## src/rtl/acc_exec_pkg.sv

```systemverilog
package acc_exec_pkg;

   localparam int OPC_W = 6;

   localparam logic [OPC_W-1:0] OPC_MISC   = 6'b000000;
   localparam logic [OPC_W-1:0] OPC_CLR    = 6'b000001;
   localparam logic [OPC_W-1:0] OPC_SUBWF  = 6'b000010;
   localparam logic [OPC_W-1:0] OPC_DECF   = 6'b000011;
   localparam logic [OPC_W-1:0] OPC_IORWF  = 6'b000100;
   localparam logic [OPC_W-1:0] OPC_ANDWF  = 6'b000101;
   localparam logic [OPC_W-1:0] OPC_XORWF  = 6'b000110;
   localparam logic [OPC_W-1:0] OPC_ADDWF  = 6'b000111;
   localparam logic [OPC_W-1:0] OPC_MOVF   = 6'b001000;
   localparam logic [OPC_W-1:0] OPC_COMF   = 6'b001001;
   localparam logic [OPC_W-1:0] OPC_INCF   = 6'b001010;
   localparam logic [OPC_W-1:0] OPC_DECFSZ = 6'b001011;
   localparam logic [OPC_W-1:0] OPC_INCFSZ = 6'b001111;
   localparam logic [OPC_W-1:0] OPC_MOVLW  = 6'b110000;
   localparam logic [OPC_W-1:0] OPC_IORLW  = 6'b111000;
   localparam logic [OPC_W-1:0] OPC_ANDLW  = 6'b111001;
   localparam logic [OPC_W-1:0] OPC_XORLW  = 6'b111010;
   localparam logic [OPC_W-1:0] OPC_SUBLW  = 6'b111100;
   localparam logic [OPC_W-1:0] OPC_ADDLW  = 6'b111110;

   typedef enum logic [3:0] {
      ALU_NONE,
      ALU_ADD,
      ALU_SUB,
      ALU_AND,
      ALU_IOR,
      ALU_XOR,
      ALU_INC,
      ALU_DEC,
      ALU_COM,
      ALU_PASS_OPND,
      ALU_PASS_W,
      ALU_ZERO
   } alu_op_e;

   typedef struct packed {
      alu_op_e op;
      logic    use_lit;
      logic    to_reg;
      logic    writes;
      logic    skip_on_zero;
   } dec_ctl_t;

endpackage

```

## src/rtl/acc_decode.sv

```systemverilog
module acc_decode
   import acc_exec_pkg::*;
(
   input  logic [OPC_W-1:0] opc,
   input  logic             dir_bit,
   output dec_ctl_t         ctl
);

   always_comb begin
      ctl.op           = ALU_NONE;
      ctl.use_lit      = 1'b0;
      ctl.to_reg       = 1'b0;
      ctl.writes       = 1'b0;
      ctl.skip_on_zero = 1'b0;
      unique case (opc)
         OPC_MISC: begin
            if (dir_bit) begin
               ctl.op     = ALU_PASS_W;
               ctl.to_reg = 1'b1;
               ctl.writes = 1'b1;
            end
         end
         OPC_CLR: begin
            ctl.op     = ALU_ZERO;
            ctl.to_reg = dir_bit;
            ctl.writes = 1'b1;
         end
         OPC_ADDWF, OPC_SUBWF, OPC_ANDWF, OPC_IORWF, OPC_XORWF,
         OPC_DECF, OPC_INCF, OPC_DECFSZ, OPC_INCFSZ, OPC_COMF, OPC_MOVF: begin
            ctl.to_reg = dir_bit;
            ctl.writes = 1'b1;
            unique case (opc)
               OPC_ADDWF:              ctl.op = ALU_ADD;
               OPC_SUBWF:              ctl.op = ALU_SUB;
               OPC_ANDWF:              ctl.op = ALU_AND;
               OPC_IORWF:              ctl.op = ALU_IOR;
               OPC_XORWF:              ctl.op = ALU_XOR;
               OPC_DECF, OPC_DECFSZ:   ctl.op = ALU_DEC;
               OPC_INCF, OPC_INCFSZ:   ctl.op = ALU_INC;
               OPC_COMF:               ctl.op = ALU_COM;
               default:                ctl.op = ALU_PASS_OPND;
            endcase
            ctl.skip_on_zero = (opc == OPC_DECFSZ) || (opc == OPC_INCFSZ);
         end
         OPC_MOVLW, OPC_ADDLW, OPC_SUBLW, OPC_ANDLW, OPC_IORLW, OPC_XORLW: begin
            ctl.use_lit = 1'b1;
            ctl.writes  = 1'b1;
            unique case (opc)
               OPC_ADDLW: ctl.op = ALU_ADD;
               OPC_SUBLW: ctl.op = ALU_SUB;
               OPC_ANDLW: ctl.op = ALU_AND;
               OPC_IORLW: ctl.op = ALU_IOR;
               OPC_XORLW: ctl.op = ALU_XOR;
               default:   ctl.op = ALU_PASS_OPND;
            endcase
         end
         default: ;
      endcase
   end

endmodule

```

## src/rtl/acc_alu.sv

```systemverilog
module acc_alu
   import acc_exec_pkg::*;
#(
   parameter int DATA_W       = 8,
   parameter bit SHARED_ADDER = 1'b1
) (
   input  alu_op_e           op,
   input  logic [DATA_W-1:0] opnd,
   input  logic [DATA_W-1:0] w,
   output logic [DATA_W-1:0] result,
   output logic              zero
);

   localparam logic [DATA_W-1:0] ONE = DATA_W'(1);

   logic [DATA_W-1:0] arith;

   generate
      if (SHARED_ADDER) begin : g_shared
         logic [DATA_W-1:0] addend;
         logic [DATA_W-1:0] carry_in;
         always_comb begin
            addend   = '0;
            carry_in = '0;
            unique case (op)
               ALU_ADD: addend = w;
               ALU_SUB: begin
                  addend   = ~w;
                  carry_in = ONE;
               end
               ALU_INC: carry_in = ONE;
               ALU_DEC: addend = '1;
               default: ;
            endcase
         end
         assign arith = opnd + addend + carry_in;
      end else begin : g_split
         always_comb begin
            unique case (op)
               ALU_ADD: arith = opnd + w;
               ALU_SUB: arith = opnd - w;
               ALU_INC: arith = opnd + ONE;
               ALU_DEC: arith = opnd - ONE;
               default: arith = opnd;
            endcase
         end
      end
   endgenerate

   always_comb begin
      unique case (op)
         ALU_ADD, ALU_SUB, ALU_INC, ALU_DEC: result = arith;
         ALU_AND:       result = opnd & w;
         ALU_IOR:       result = opnd | w;
         ALU_XOR:       result = opnd ^ w;
         ALU_COM:       result = ~opnd;
         ALU_PASS_OPND: result = opnd;
         ALU_PASS_W:    result = w;
         default:       result = '0;
      endcase
   end

   assign zero = (result == '0);

endmodule

```

## src/rtl/acc_exec_unit.sv

```systemverilog
module acc_exec_unit
   import acc_exec_pkg::*;
#(
   parameter int DATA_W       = 8,
   parameter int ADDR_W       = 7,
   parameter int INSTR_W      = 14,
   parameter bit SHARED_ADDER = 1'b1
) (
   input  logic               clk,
   input  logic               rst,
   input  logic               instr_valid,
   input  logic [INSTR_W-1:0] instr,
   output logic [ADDR_W-1:0]  rf_addr,
   input  logic [DATA_W-1:0]  rf_rdata,
   output logic               rf_we,
   output logic [DATA_W-1:0]  rf_wdata,
   output logic [DATA_W-1:0]  w_q,
   output logic               res_zero,
   output logic               skip_req
);

   localparam int DIR_POS = ADDR_W;

   generate
      if (INSTR_W != OPC_W + 1 + ADDR_W) begin : g_bad_instr_w
         $error("acc_exec_unit: INSTR_W must equal opcode + direction + address bits");
      end
      if (DATA_W != ADDR_W + 1) begin : g_bad_data_w
         $error("acc_exec_unit: literal field must fill the direction and address bits");
      end
      if (DATA_W < 2) begin : g_bad_small
         $error("acc_exec_unit: DATA_W too small");
      end
   endgenerate

   logic [OPC_W-1:0]  opc;
   logic              dir_bit;
   logic [DATA_W-1:0] lit;
   logic [DATA_W-1:0] opnd;
   logic [DATA_W-1:0] alu_res;
   logic              alu_zero;
   logic              w_we;
   dec_ctl_t          ctl;

   assign opc     = instr[INSTR_W-1 -: OPC_W];
   assign dir_bit = instr[DIR_POS];
   assign lit     = instr[DATA_W-1:0];
   assign rf_addr = instr[ADDR_W-1:0];

   acc_decode u_decode (
      .opc     (opc),
      .dir_bit (dir_bit),
      .ctl     (ctl)
   );

   assign opnd = ctl.use_lit ? lit : rf_rdata;

   acc_alu #(
      .DATA_W       (DATA_W),
      .SHARED_ADDER (SHARED_ADDER)
   ) u_alu (
      .op     (ctl.op),
      .opnd   (opnd),
      .w      (w_q),
      .result (alu_res),
      .zero   (alu_zero)
   );

   assign rf_we    = instr_valid && ctl.writes && ctl.to_reg;
   assign w_we     = instr_valid && ctl.writes && !ctl.to_reg;
   assign rf_wdata = alu_res;
   assign res_zero = instr_valid && ctl.writes && alu_zero;
   assign skip_req = instr_valid && ctl.skip_on_zero && alu_zero;

   always_ff @(posedge clk) begin
      if (rst) begin
         w_q <= '0;
      end else if (w_we) begin
         w_q <= alu_res;
      end
   end

   // an idle cycle drives no write, no skip and no zero report
   a_r12_idle_quiet: assert property (@(posedge clk) disable iff (rst)
      !instr_valid |-> (!rf_we && !skip_req && !res_zero));

   // reset leaves W cleared on the following cycle
   a_r13_reset_clears_w: assert property (@(posedge clk)
      rst |=> (w_q == '0));

   // a register-file write leaves W untouched
   a_r2_w_holds_on_reg_write: assert property (@(posedge clk) disable iff (rst)
      rf_we |=> $stable(w_q));

   // the all-zero word writes nothing and keeps W
   a_r6_nop_no_write: assert property (@(posedge clk) disable iff (rst)
      (instr_valid && instr == '0) |-> !rf_we);
   a_r6_nop_keeps_w: assert property (@(posedge clk) disable iff (rst)
      (instr_valid && instr == '0) |=> $stable(w_q));

   // clear-W leaves zero in W
   a_r7_clrw_zero: assert property (@(posedge clk) disable iff (rst)
      (instr_valid && opc == OPC_CLR && !dir_bit) |=> (w_q == '0));

   // incrementing an all-ones register wraps to zero
   a_r8_inc_wrap: assert property (@(posedge clk) disable iff (rst)
      (instr_valid && (opc == OPC_INCF || opc == OPC_INCFSZ) && rf_rdata == '1)
      |-> res_zero);

   // a skip request only accompanies a zero result
   a_r8_skip_on_zero: assert property (@(posedge clk) disable iff (rst)
      skip_req |-> (res_zero && (opc == OPC_DECFSZ || opc == OPC_INCFSZ)));

endmodule

```

## config.mk

```make
export PLATFORM = sky130hd
export DESIGN_NAME = acc_exec_unit
export DESIGN_NICKNAME = d
export VERILOG_FILES = /design/src/rtl/acc_exec_pkg.sv /design/src/rtl/acc_decode.sv /design/src/rtl/acc_alu.sv /design/src/rtl/acc_exec_unit.sv
export SDC_FILE = /design/constraint.sdc
export NUM_CORES = 1
export LEC_CHECK = 0
export ABC_AREA = 0
export BUFFER_PORTS_ARGS = -buffer_cell sky130_fd_sc_hd__buf_2
export CAP_MARGIN = 0
export CORE_MARGIN = 3
export CORE_UTILIZATION = 35
export DETAILED_ROUTE_END_ITERATION = 8
export HOLD_SLACK_MARGIN = 0.06
export SLEW_MARGIN = 20
export SYNTH_ARGS = -nofsm -noshare
export SYNTH_HDL_FRONTEND = slang
export SYNTH_SLANG_ARGS = --single-unit
```

## constraint.sdc

```tcl
create_clock -name clk -period 14 [get_ports clk]
set_input_delay 2.8 -clock clk [delete_from_list [all_inputs] [get_ports clk]]
set_output_delay 2.8 -clock clk [all_outputs]
set_load 0.02 [all_outputs]
```

==> reports/qor.yml, run 1 <==
status: "finished, final reports clean"
seq_area_frac_synth_pct: 6.90
synth-edff-count: 0
hold_path_class: "flop to flop"
ys_async_sr_fraction_pct: 0
layout.nets: 398
area_growth_pct: 10.9
finalMaxSlewViolations: 0
port_buffers: 50
skew_ps: 4.18
reg_top3: "w_q (8)"
gp_congestion: 0.885
largest_reg_flops: 8
syn_inst: 310
hold_depth: 2
ios: 51
ir_worst_vdd_mv: 0.0571
grt_pass1_wl_um: 11700
wirelength_um: 7290
regMostFlops: "w_q"
hold_violations: 0
cp-start-kind: "primary input"
cts_hold_buf: 0
synth_fp_nets: 363
ff2ff_path_depth: 13
dp_hpwl_um: 5690
yosysTopAreaCell: "ha_1"
powerDensity_nw_per_um2: 64.0
die_y_um: 87.5
clk_pin_slew_ps: 40
synthDominantCellAreaShare_pct: 14.0
rsz0062_at_grt: "no"
cts-resized-gates: 0
antenna_left: 0
max_slew.worst_pin.slew_ps: 844
yosysMostFrequentCell: "nor2_1"
gr-total-overflow: 0
via_per_inst: 5.99
synth_common_cells: "33 x nor2_1, 28 x inv_1, 26 x ha_1"
cts_buffers: 3
post_cts_buffers: 0
track_usage_pct: 19.1
synthTopCellsByArea: "ha_1 14%, dfxtp_1 6.9%, nor2_1 5.3%, inv_1 4.5%, mux2i_1 4.3%"
grt_pass1_vias: 2265
fillers: 691
insertion_delay_ps: 230
antenna_found_initial: 0
diodes: 0
required_ps: 11200
synthFlopType: "dfxtp_1"
cts.htree.levels: 1
fin_total_pwr_w: 0.000165
fmax_ghz: 0.0924
yosysWarningCount: 0
fin_crit_sh_pct: 77.3
clockBufferDepth: 2
p_leak_nw: 1.16
relSlewSlack_pct: 43.6
rows: 29
cts_tree: "done"
start_util_pct: 36.4
grt_start_max_net_pins: 21
syn-cell-area_um2: 2320
avgSynthCellArea_um2: 7.49
worst-setup-path-type: "primary input to output port"
dr.pass1.iters: 5
cp.arrival_ps: 8030
setup_viol: 0
fin_util_pct: 40.3
die_w_um: 87.5
drcViolationCount: 0
cts.sinks: 8
wl_per_cell_um: 17.4
fin_hold_ws_ps: 581
timing.max_cap.violations: 0
vias: 2516
setup.worst_path.end_class: "output port"
core_um2: 6390
ys_types: 72
path_max_fanout: 20
drt_iter0_markers: 242
tns_ps: 0
ys_seq_elements: 8
drive_gt1_share_pct: 22.7
design.die.area_um2: 7650
fin_crit_ps: 10830
cts-root-buf: "clkbuf_8"
-- power by group --
group	total, W	leakage, nW	internal (W)	switching (W)
clock	0.0000279	0.0216	0.0000186	0.00000930
combinational	0.000106	1.07	0.0000394	0.0000664
sequential	0.0000310	0.0656	0.0000254	0.00000560
-- cell type report --
class                      count  area, um2  share of cell area (%)
sequential                     8        160                    6.22
timing repair buffer          51        258                    10.0
multi-input combinational    253       1910                    74.3
clock buffer                   3       41.3                    1.60
tap                           77       96.3                    3.74
inverter                      28        105                    4.08
-- worst max-delay path, cell delays in order --
cell and delay, ps:
buf_2 120, inv_1 60, ha_1 280, nor2_1 240, nor3_1 110, a221oi_1 530
nand2_2 350, nor3_1 730, nand2_1 110, a21oi_1 240, ha_1 290, a211oi_1 280
o21ai_0 180, a31oi_1 340, xnor2_2 210, nor2_1 60, o2bb2a_1 240, a31o_1 130
nand4_1 200, nor4_2 310, buf_2 200
-- layout by cell type, fill, tap and decap left out, drive strengths merged, types with 2 or more instances in the layout --
master / count
a211oi: 16
a21o: 5
a21oi: 13
a221oi: 3
a22oi: 7
a2bb2oi: 4
a32o: 3
and2: 2
and3: 2
buf: 51
clkbuf: 3
dfxtp: 8
fa: 2
ha: 26
inv: 28
mux2: 3
mux2i: 10
nand2: 20
nand2b: 2
nand3: 11
nand4: 5
nor2: 34
nor3: 12
nor4: 6
o211a: 2
o211ai: 2
o21a: 4
o21ai: 19
o22ai: 5
o311a: 2
o31a: 2
o32ai: 2
or2: 3
or3: 3
xnor2: 4
-- routing by layer --
metal	up-vias	share of wire, %	track usage [%]
li1	1224	-	-
met1	1160	46	27.6
met2	119	45	30.2
met3	13	6.7	0.946
met4	0	2.2	6.14
met5	-	0	0
-- through the flow --
| step | cells | area, um2 | setup WS, ps |
|---|---|---|---|
| 2_1_floorplan | 310 | 2320 | 3870 |
| 3_3_place_gp | 417 | 2530 | 3300 |
| 3_5_place_dp | 417 | 2530 | 3280 |
| 4_1_cts | 420 | 2570 | 3240 |
| 5_1_grt | 420 | 2570 | 2720 |
| 6_report | 420 | 2570 | 3170 |
-- final timing paths --
check                                      endpoint  slack [ps]                start
worst min register to register  w_q[6]$_SDFFE_PP0P_         580  w_q[6]$_SDFFE_PP0P_
worst max register to register  w_q[7]$_SDFFE_PP0P_       10660  w_q[0]$_SDFFE_PP0P_
worst min-delay path            w_q[6]$_SDFFE_PP0P_         580  w_q[6]$_SDFFE_PP0P_
worst max-delay path                       skip_req        3170             instr[9]
-- cell families after synthesis --
| group | after synthesis | synth area share (%) |
|---|---|---|
| and+or+nand+nor | 108 | 25.2 |
| AOI/OAI and AO/OA | 98 | 32.6 |
| buffers and inverters | 49 | 10.7 |
| adders and majority gates | 28 | 15.7 |
| muxes | 14 | 6.73 |
| DFF | 8 | 6.90 |
| xor gates and xnor gates | 5 | 2.21 |
Note: power is estimated with default switching activity, not from simulation.
==> run 2: changes to the inputs <==
==> constraint.sdc (replaced) <==
create_clock -name clk -period 9.3 [get_ports clk]
set_input_delay 1.86 -clock clk [delete_from_list [all_inputs] [get_ports clk]]
set_output_delay 1.86 -clock clk [all_outputs]
set_load 0.02 [all_outputs]
==> run 2 against run 1 <==
Effect of this change: wire length is 3.4% higher; power is 53% higher; critical path depth is 2 higher; sequential power is 50% higher; critical endpoint unchanged; sequential cell count stayed put; critical path type unchanged; largest power group unchanged.
==> reports/qor.yml, run 2 (synthesis results as in run 1) <==
status: "finished, final reports clean"
antenna_found_initial: 0  # unchanged
cts.htree.levels: 1  # unchanged
p_seq_share_pct: 18.5  # -0.3 points
fin_crit_ps: 8670
antenna_left: 0  # unchanged
multiInputGateArea_um2: 1910  # unchanged
top_usage_layer: "met2"
grt_use_met1_pct: 28.5  # +0.90 points
crit_slowest_cell: "mux4_2"
dr.pass1.iters: 5  # unchanged
design.die.area_um2: 7650  # unchanged
insertion_delay_ps: 230  # about the same
use_met3_pct: 1.51  # +0.57 points
clkPwrFrac_pct: 16.9  # about the same
relSlewSlack_pct: 42.0  # -1.6 points
cp-start-kind: "primary input"
powerDensity_nw_per_um2: 96.5  # +51%
gr-total-overflow: 0  # unchanged
p_leak_nw: 1.19  # +2.2%
port_buffers: 50  # unchanged
wirelength_um: 7540  # +3.4%
fmax_ghz: 0.115
area_growth_pct: 12.5
setup_viol: 0  # unchanged
switching_share_pct: 49.5  # +0.15 points
timing.max_cap.violations: 0  # unchanged
largest_reg_flops: 8  # unchanged
core_um2: 6390  # unchanged
dp_hpwl_um: 5890  # +3.5%
post_cts_buffers: 0  # unchanged
gp_congestion: 0.931  # +5.2%
required_ps: 7440  # -3760 ps
fin_total_pwr_w: 0.000252  # +53%
cts_buffers: 3  # unchanged
grt.met2_usage_pct: 31.4  # +1.2 points
grt_pass1_wl_um: 12200  # +4.6%
register_area_um2: 160  # unchanged
drt_iter0_markers: 234  # -3.3%
cts_hold_buf: 0  # unchanged
rsz0062_at_grt: "no"
vias: 2600  # +3.3%
ios: 51  # unchanged
crit_chain: "buf_2, inv_1, ha_1, mux4_2, a211oi_1, a21o_1, a21oi_1, buf_4, nor3_1, buf_4, nand2_1, a21oi_1, ha_1, a211oi_1, o21ai_0, a31oi_1, xnor2_2, nor2_1, o2bb2a_1, a31o_1, nand4_1, nor4_2, buf_2"
max_slew.worst_pin.slew_ps: 868  # +23.9 ps
cts-resized-gates: 0  # unchanged
fillers: 665  # -3.8%
path_max_fanout: 12  # -40%
rows: 29  # unchanged
cp.arrival_ps: 6810  # -1220 ps
tns_ps: 0  # unchanged
grt_pass1_vias: 2436  # +7.5%
wl_per_cell_um: 17.7  # +2.2%
track_usage_pct: 20.1  # +0.98 points
drcViolationCount: 0  # unchanged
worst-setup-path-type: "primary input to output port"
cts.sinks: 8  # unchanged
regMostFlops: "w_q"
combPwrFrac_pct: 64.6  # +0.4 points
start_util_pct: 36.4  # unchanged
clockBufferDepth: 2  # unchanged
hold_path_class: "flop to flop"
mostFrequentLayoutCells: "50 x buf_2, 33 x nor2_1, 28 x inv_1"
cts-root-buf: "clkbuf_8"
fin_crit_sh_pct: 93.3
hold_violations: 0  # unchanged
switchingPower_w: 0.000125  # +53%
reg_top3: "w_q (8)"
crit_family: "compound AO/OA/AOI/OAI gates"
setup.worst_path.end_class: "output port"
clk_pin_slew_ps: 40  # about the same
crit_buf_inv: 5  # +2
diodes: 0  # unchanged
grt_start_max_net_pins: 20  # -4.8%
ir_worst_vdd_mv: 0.0953  # +67%
layout.nets: 403  # +1.3%
slowest_delay_ps: 480  # -250 ps
die_w_um: 87.5  # unchanged
drive_gt1_share_pct: 23.9  # +1.1 points
skew_ps: 5.39  # +1.21 ps
final_common_cell: "buf_2"
via_per_inst: 6.12  # +2.1%
internal-power_w: 0.000127  # +53%
cts_tree: "done"
finalMaxSlewViolations: 0  # unchanged
die_y_um: 87.5  # unchanged
-- run 2: cell types whose count changed in the layout (fill, tap and decap cells not counted), sizes merged --
| cell | delta |
|---|---|
| buf | +5 |
-- run 2: final timing paths --
kind                            start                  end  slack (ps)  cells past startpoint
setup / recovery             instr[9]             skip_req         630                     23
hold / removal    w_q[6]$_SDFFE_PP0P_  w_q[6]$_SDFFE_PP0P_         580                      2
hold reg to reg   w_q[6]$_SDFFE_PP0P_  w_q[6]$_SDFFE_PP0P_         580                      2
setup reg to reg  w_q[0]$_SDFFE_PP0P_  w_q[7]$_SDFFE_PP0P_        5920                     13
-- run 2: tightest hold or removal path, delay by kind of cell (launching register included) --
family | cells | cell delay, ps
flops | 1 | 360
compound gates | 1 | 70
buf+inv | 1 | 100
-- run 2: metrics by stage --
step / setup WS, ps / hold slack (ps) / instances / area (um2) / utilization (%)
global placement: 676 / 584 / 422 / 2570 / 40.3
floorplan: 1050 / 603 / 310 / 2320 / -
CTS: 669 / 587 / 425 / 2610 / 40.9
detailed placement: 708 / 577 / 422 / 2570 / 40.3
finish: 627 / 582 / 425 / 2610 / 40.9
global route: 133 / 638 / 425 / 2610 / 40.9
-- run 2: routing by layer --
layer / share of wire (%) / vias to the layer above / routed length (um)
met3: 8.2 / 21 / 621
met2: 44 / 117 / 3350
met4: 2.8 / 0 / 211
met5: 0 / - / 0
met1: 45 / 1236 / 3360
li1: - / 1226 / -
-- run 2: power by group through the flow --
| stage | combinational [W] | sequential [W] | clock (W) |
|---|---|---|---|
| after global routing | 0.000179 | 0.0000471 | 0.0000442 |
| after CTS | 0.000161 | 0.0000465 | 0.0000435 |
| after detailed placement | 0.000160 | 0.0000470 | 0 |
| after floorplan | 0.000114 | 0.0000482 | 0 |
| final | 0.000163 | 0.0000466 | 0.0000425 |
| after global placement | 0.000160 | 0.0000472 | 0 |
-- run 2: final cells by class --
| type | count | share of cell area [%] |
|---|---|---|
| Inverter | 28 | 4.02 |
| Sequential cell | 8 | 6.13 |
| Timing Repair Buffer | 56 | 11.3 |
| Multi-Input combinational cell | 253 | 73.3 |
| Clock buffer | 3 | 1.58 |
| Tap cell | 77 | 3.69 |
==> run 3: changes to the inputs <==
--- a/config.mk
+++ b/config.mk
@@ -8,6 +8,7 @@
 export ABC_AREA = 0
 export BUFFER_PORTS_ARGS = -buffer_cell sky130_fd_sc_hd__buf_2
 export CAP_MARGIN = 0
+export CORE_ASPECT_RATIO = 0.9
 export CORE_MARGIN = 3
 export CORE_UTILIZATION = 35
 export DETAILED_ROUTE_END_ITERATION = 8
@@ -16,3 +17,4 @@
 export SYNTH_ARGS = -nofsm -noshare
 export SYNTH_HDL_FRONTEND = slang
 export SYNTH_SLANG_ARGS = --single-unit
+export TNS_END_PERCENT = 100
==> run 3 against run 2 <==
Effect of this change: setup slack worse by 140 ps; register-to-register slack better by 40 ps; sequential cell count unchanged; utilization up 0.63 points; sequential power about the same; critical path depth down 3; wire length down 3.4%; final cell count up 1.9%; clock skew about the same; combinational power about the same; sequential share of layout area about the same.
==> reports/qor.yml, run 3 (synthesis results as in run 1) <==
wirelength_um: 7290  # -3.4%
setup_viol: 0  # unchanged
p_leak_nw: 1.18  # -0.80%
instances_no_fill: 433  # +1.9%
diodes: 0  # unchanged
required_ps: 7440  # about the same
gr-total-overflow: 0  # unchanged
crit_chain: "buf_2, inv_1, ha_1, o311a_1, o21a_1, or2_2, nor3_1, nand2_1, a21oi_1, ha_1, a211oi_1, o21ai_0, a31oi_1, xnor2_2, nor2_1, o2bb2a_1, a31o_1, nand4_1, nor4_2, buf_2"
core_um2: 6280  # -1.6%
cts-root-buf: "clkbuf_8"
grt_start_max_net_pins: 20  # unchanged
skew_ps: 5.25  # -0.142 ps
rsz0062_at_grt: "no"
fin_util_pct: 41.5  # +0.63 points
powerDensity_nw_per_um2: 95.2  # -1.3%
mostFrequentLayoutCells: "50 x buf_2, 33 x nor2_1, 28 x inv_1"
fillers: 700  # +5.3%
switchingPower_w: 0.000122  # -2.3%
regMostFlops: "w_q"
clockBufferDepth: 2  # unchanged
crit_slowest_cell: "nor3_1"
drive_gt1_share_pct: 23.4  # -0.44 points
status: "finished, final reports clean"
dp.cells: 430  # +1.9%
crit_buf_inv: 3  # -2
worst-setup-path-type: "primary input to output port"
cts.htree.levels: 1  # unchanged
dp_hpwl_um: 5770  # -2.0%
reg_top3: "w_q (8)"
insertion_delay_ps: 230  # about the same
internal-power_w: 0.000127  # -0.60%
layout_setup_ws_ps: 483  # -144 ps
tns_ps: 0  # unchanged
start_util_pct: 37.0  # +0.59 points
max_slew.worst_pin.slew_ps: 900  # +32.4 ps
crit_family: "compound AO/OA/AOI/OAI gates"
cts_tree: "done"
fin_crit_sh_pct: 94.8  # +1.6 points
die_y_um: 83.3  # -4.8%
rows: 27  # -6.9%
switching_share_pct: 49.1  # -0.42 points
die_w_um: 91.9  # +5.0%
post-place-ws_ps: 540  # -168 ps
wl_per_cell_um: 16.8  # -5.2%
cp-start-kind: "primary input"
p_seq_share_pct: 18.6  # about the same
hold_path_class: "flop to flop"
grt_pass1_vias: 2327  # -4.5%
antenna_left: 0  # unchanged
via_per_inst: 5.75  # -6.1%
cp.arrival_ps: 6960  # +150 ps
cts_buffers: 3  # unchanged
clkPwrFrac_pct: 16.8  # about the same
clk_pin_slew_ps: 40  # about the same
area_growth_pct: 12.4  # about the same
cts_hold_buf: 0  # unchanged
track_usage_pct: 18.7  # -1.4 points
port_buffers: 50  # unchanged
fmax_ghz: 0.113  # -1.6%
finalMaxSlewViolations: 0  # unchanged
combPwrFrac_pct: 64.5  # about the same
hold_violations: 0  # unchanged
layout.nets: 401  # -0.50%
largest_reg_flops: 8  # unchanged
relSlewSlack_pct: 39.8  # -2.2 points
fin_crit_ps: 8820  # +144 ps
cts.sinks: 8  # unchanged
dr.pass1.iters: 5  # unchanged
drt_iter0_markers: 329  # +41%
slowest_delay_ps: 720  # +240 ps
ir_worst_vdd_mv: 0.0873  # -8.4%
antenna_found_initial: 0  # unchanged
grt_pass1_wl_um: 11700  # -4.5%
post_cts_buffers: 0  # unchanged
vias: 2488  # -4.3%
timing.max_cap.violations: 0  # unchanged
design.die.area_um2: 7650  # about the same
drcViolationCount: 0  # unchanged
ios: 51  # unchanged
cts-resized-gates: 0  # unchanged
gp_congestion: 0.916  # -1.7%
setup.worst_path.end_class: "output port"
path_max_fanout: 13  # +1
final_common_cell: "buf_2"
[run 3: path summary, 6_finish.rpt]
path                        from                   to  slack (ps)  cells after the start
max reg2reg  w_q[0]$_SDFFE_PP0P_  w_q[7]$_SDFFE_PP0P_        5960                     13
min          w_q[6]$_SDFFE_PP0P_  w_q[6]$_SDFFE_PP0P_         580                      2
max                     instr[9]             skip_req         480                     20
min reg2reg  w_q[6]$_SDFFE_PP0P_  w_q[6]$_SDFFE_PP0P_         580                      2
[run 3: power by group through the flow]
stage | logic [W] | registers (W) | clock network (W)
floorplan | 0.000114 | 0.0000482 | 0
CTS | 0.000160 | 0.0000461 | 0.0000433
finish | 0.000160 | 0.0000463 | 0.0000418
global placement | 0.000158 | 0.0000470 | 0
detailed placement | 0.000159 | 0.0000467 | 0
global route | 0.000177 | 0.0000472 | 0.0000463
[run 3: area by class of cell]
class | instances | area, um2 | area share, %
inverters | 28 | 105 | 4.03
well taps | 87 | 109 | 4.17
multi-input cells | 253 | 1910 | 73.3
flip-flops and latches | 8 | 160 | 6.14
clock buffers | 3 | 41.3 | 1.58
repair buffers | 54 | 280 | 10.7
[run 3: worst min-delay path, delay by kind of cell (launching register included)]
kind                   cells  cell delay [ps]
buffers and inverters      1              100
flip-flops                 1              350
AO/OA/AOI/OAI              1               70
[run 3: stage by stage]
stage	cell area (um2)	hold WS, ps	total power (W)
finish	2610	576	0.000248
detailed placement	2570	564	0.000206
global route	2610	616	0.000270
global placement	2570	572	0.000205
floorplan	2320	603	0.000163
CTS	2610	581	0.000249
[run 3: metal layers]
metal,routed length [um],vias to the layer above,global-route usage [%],part of all wire (%)
met3,654,9,1.81,9.0
met2,3100,126,28.2,43
met1,3450,1127,28.1,47
met4,78,0,4.32,1.1
li1,-,1226,-,-
met5,0,-,0,0
